--- src/rtl/strip_frontend.sv ---
module strip_frontend #(
  parameter int NSTRIP = 32,
  parameter int MAXF   = 4
) (
  input  logic                      clk,
  input  logic                      rst_n,
  input  logic [NSTRIP-1:0]         strip_i,
  input  logic                      latch_i,
  input  logic                      shift_i,
  input  logic                      chain_i,
  input  logic [$clog2(NSTRIP)-1:0] mon_sel_i,
  input  logic [$clog2(MAXF)-1:0]   fold_i,
  output logic                      ser_o,
  output logic                      mon_o,
  output logic                      any_hit_o,
  output logic                      fold_hit_o
);
  localparam int CW = $clog2(NSTRIP + 1);

  logic [NSTRIP-1:0] word_q;
  logic [CW-1:0]     pend_q;
  logic              load;
  logic              fold_d;
  logic              win;
  logic [NSTRIP+MAXF-2:0] padded;

  assign load   = latch_i && (pend_q == '0);
  assign ser_o  = word_q[0];
  assign padded = {{(MAXF-1){1'b0}}, strip_i};

  always_comb begin
    fold_d = 1'b0;
    for (int i = 0; i < NSTRIP; i++) begin
      win = 1'b1;
      for (int j = 0; j < MAXF; j++)
        if (j <= int'(fold_i)) win = win & padded[i+j];
      fold_d = fold_d | win;
    end
  end

  always_ff @(posedge clk) begin
    if (!rst_n) begin
      word_q     <= '0;
      pend_q     <= '0;
      mon_o      <= 1'b0;
      any_hit_o  <= 1'b0;
      fold_hit_o <= 1'b0;
    end else begin
      if (load) begin
        word_q <= strip_i;
        pend_q <= CW'(NSTRIP);
      end else if (shift_i) begin
        word_q <= {chain_i, word_q[NSTRIP-1:1]};
        if (pend_q != '0) pend_q <= pend_q - 1'b1;
      end
      mon_o      <= strip_i[mon_sel_i];
      any_hit_o  <= |strip_i;
      fold_hit_o <= fold_d;
    end
  end
endmodule

--- config.mk ---
export PLATFORM = sky130hd
export DESIGN_NAME = strip_frontend
export DESIGN_NICKNAME = d
export VERILOG_FILES = /design/src/rtl/strip_frontend.sv
export SDC_FILE = /design/constraint.sdc
export NUM_CORES = 1
export LEC_CHECK = 0
export BUFFER_PORTS_ARGS = -buffer_cell sky130_fd_sc_hd__buf_2
export CORE_AREA = 5 5 79 81
export DETAILED_ROUTE_END_ITERATION = 10
export DIE_AREA = 0 0 84 86
export GPL_TIMING_DRIVEN = 0
export PLACE_DENSITY = 0.82
export SLEW_MARGIN = 20
export SYNTH_ARGS = -nofsm -noshare
export SYNTH_HDL_FRONTEND = slang
export SYNTH_SLANG_ARGS = --single-unit
--- constraint.sdc ---
create_clock -name clk -period 2.74 [get_ports clk]
set_input_delay 0.274 -clock clk [delete_from_list [all_inputs] [get_ports clk]]
set_output_delay 0.274 -clock clk [all_outputs]
set_load 0.01 [all_outputs]
==> results.md <==
* Sequential share of the synthesized area at ~30%
* WP buf/inv at 3
* CP delay by family, top: buffers and inverters
* TNS Setup at 0 ns
* Synthesized net count at ~370
* Ys async rst share at 0%
* Die Wd at about 84 um
* Netlist cell types at 29
* Worst Max-Slew Pin Slew at between 0.5 and 0.6 ns
* Placer Congestion at 0.962
* Top cells by count, synth: 58 x o21ai_0, 41 x dfxtp_1, 36 x nand2_1, 34 x mux2i_1, 32 x o211a_1
* Number of I/O port buffers at 43
* Residual DRC at 0
* CTS max path bufs at 2
* Setup Skew at between 0.004 and 0.005 ns
* Vias at 2902
* Dpl cell area at 3030 um2
* Highest ir drop seen on vdd at roughly 400 uV
* Power per cell area at between 800 and 900 nW/um2
* DRT Wirelength at ~8100 um
* RSZ-0062 raised after global routing: false
* Drt pass-1 iters at 5
* WHS Endpoint: mon_o
* Setup violators final at 0
* Clock tree sinks at 41
* Most used DFF post-synth: dfxtp_1
* Via density per instance at between 6 and 7
* Rows at 27
* Post-Layout Cell Count at around 440
* Die area at approximately 7200 um2
* Max_cap viols at 0
* Count leader, synth: o21ai_0
* Largest net degree at the start of global routing at 13
* Synth Cell Area at roughly 2700 um2
* Fin. max-slew vios at 0
* Post-synth EDFFs at 0
* Mapped Cells at 320
* First-pass GRT wire length at 13200 um
* Antenna Nets Post-Route at 0
* CTS buffer count at 5
* Clock-pin slew on the worst setup and hold paths at approximately 0.080 ns
* Worst Path Required at 2.93 ns
* N_diodes at 0
* Number of global-route vias before repair at between 2000 and 3000
* Final hold vios at 0
* Flops & latches, synth at 41
* Startpoint of the worst hold path: mon_sel_i[2]
* Area share of the largest cell type after synthesis at between 30 and 40%
* CP max-delay cell: buf_1
* Die height at around 86 um
* Fin crit share at between 70% and 80%
* GRT Total Usage at roughly 22%
* YS warnings at 0
* Synth top area cells: dfxtp_1 30%, mux2i_1 12%, o211a_1 12%
* Core ar. at 5410 um2
* Overflow after GRT at 0
* Reg2reg path depth at 7
* Critical Setup Path Class: register to register
* Worst-path cell chain: inv_1, ha_1, nand4_1, clkbuf_1, buf_1, nand2_1, o211a_1
* Slowest stage delay, CP at between 0.3 and 0.4 ns
* Latest clock arrival within the worst-skew pair at a little under 0.3 ns
* Worst relative slew slack at approximately three fifths
* Startpoint types: register
* Status: finished, final reports clean
* Initial antenna violation count at 0
* Hold Path Depth at 2
* Worst flop-to-flop path startpoint: pend_q[0]
* Area growth syn-to-layout at 15.5%
* Critical path arrival at between 2 and 2.5 ns
* Final Power at 2.73 mW
* Fmax at a little over 500 MHz
* Reg2reg setup slack at ~0.8 ns
* Drt first-iter violations at about 250
* Yosys top cell by area: dfxtp_1
* I/O pin count at 48
* Worst setup EP type: register
* HPWL Detailed at roughly 5700 um
* Crit path time final at approximately 1.9 ns
* Final instance area at between 3000 and 4000 um2
* Syn avg cell area at 8.53 um2
* Crit Reg-Reg Endpoint: word_q[14]
* Root buffer cell: clkbuf_8
* Fin nets at just over 400
* Worst Hold Class: input pin to register
* Initial Util at 50.5%
* # fillers at 490
* Post-CTS Resized at 0
* Hold buffers post-CTS at 0
* DP Cell Count at approximately 440
* WL per Instance at between 15 and 20 um
* Crit path max fanout at 10
* Static leakage at 1.60 nW
* Layout cell share with drive strength beyond 1 at between 15 and 20%
* CTS tree: yes
* Post-CTS setup buffers at 0
* H-tree depth at 2
## through the flow
stage,worst slack (ns),util [%],hold WS [ns]
6_report,0.805,58.3,0.199
5_1_grt,0.649,58.3,0.214
4_1_cts,0.816,58.3,0.198
3_5_place_dp,0.808,56.1,0.510
3_3_place_gp,0.899,56.1,0.497
2_1_floorplan,1.12,-,0.380
## registers in the layout, indices dropped and copies added, names as in the netlist
signal / cells
pend_q: 6
fold_hit_o: 1
word_q: 32
mon_o: 1
any_hit_o: 1
## per-layer routing
metal / vias to the layer above / wire, um / global-route usage [%]
met5: - / 0 / 0
met1: 1353 / 3330 / 29.3
met2: 202 / 3760 / 35.5
met3: 31 / 808 / 4.23
li1: 1316 / - / -
met4: 0 / 221 / 9.21
## placed cells by master (no fill, tap or decap), drive strengths merged
master,instances
o21ai,58
xor2,2
nand3,2
nand2,36
nand3b,1
mux4,9
a21o,1
inv,4
xnor2,3
clkbuf,27
nand4,5
a21boi,2
o2111ai,1
nor2,10
a211oi,1
dfxtp,41
a311oi,1
a21oi,30
and2,1
mux2i,34
or3,1
o21a,2
ha,1
buf,49
bufinv,1
nor4,16
o211a,32
## logic make-up after synthesis
| logic type | after synthesis | synth area share (%) |
|---|---|---|
| adders and majority gates | 1 | 0.458 |
| muxes | 43 | 20.9 |
| AOI/OAI and AO/OA | 128 | 30.2 |
| DFF | 41 | 30.1 |
| xor gates and xnor gates | 5 | 1.61 |
| and+or+nand+nor | 72 | 12.2 |
| buffers and inverters | 30 | 4.58 |
## layout make-up
cell class	count	area, um2	area share, %
clock inverters	1	30.0	0.953
plain buffers	26	110	3.49
well taps	72	90.1	2.86
flip-flops and latches	41	821	26.1
inverters	4	15.0	0.477
repair buffers	43	215	6.83
clock buffers	7	86.3	2.74
multi-input cells	249	1780	56.6
## worst register-to-register path, stage by stage, from the launching register on
cell	delay (ns)
dfxtp_1	0.36
inv_1	0.05
ha_1	0.23
nand4_1	0.15
clkbuf_1	0.36
buf_1	0.39
nand2_1	0.13
o211a_1	0.16
## worst max-delay path by stage
stage                            start         end  cells past startpoint
after floorplan           mon_sel_i[0]       mon_o                      5
after global placement       fold_i[1]  fold_hit_o                      8
after detailed placement     pend_q[0]  word_q[14]                      7
after CTS                    pend_q[0]  word_q[14]                      7
after global routing         pend_q[0]  word_q[14]                      7
final                        pend_q[0]  word_q[14]                      7
## power breakdown
part | leakage [nW] | internal, mW | switching, mW
Clock | 0.0585 | 0.297 | 0.212
Sequential | 0.338 | 0.851 | 0.144
Combinational | 1.20 | 0.534 | 0.692
Total | 1.60 | 1.68 | 1.05
Note: power is estimated with default switching activity, not from simulation.
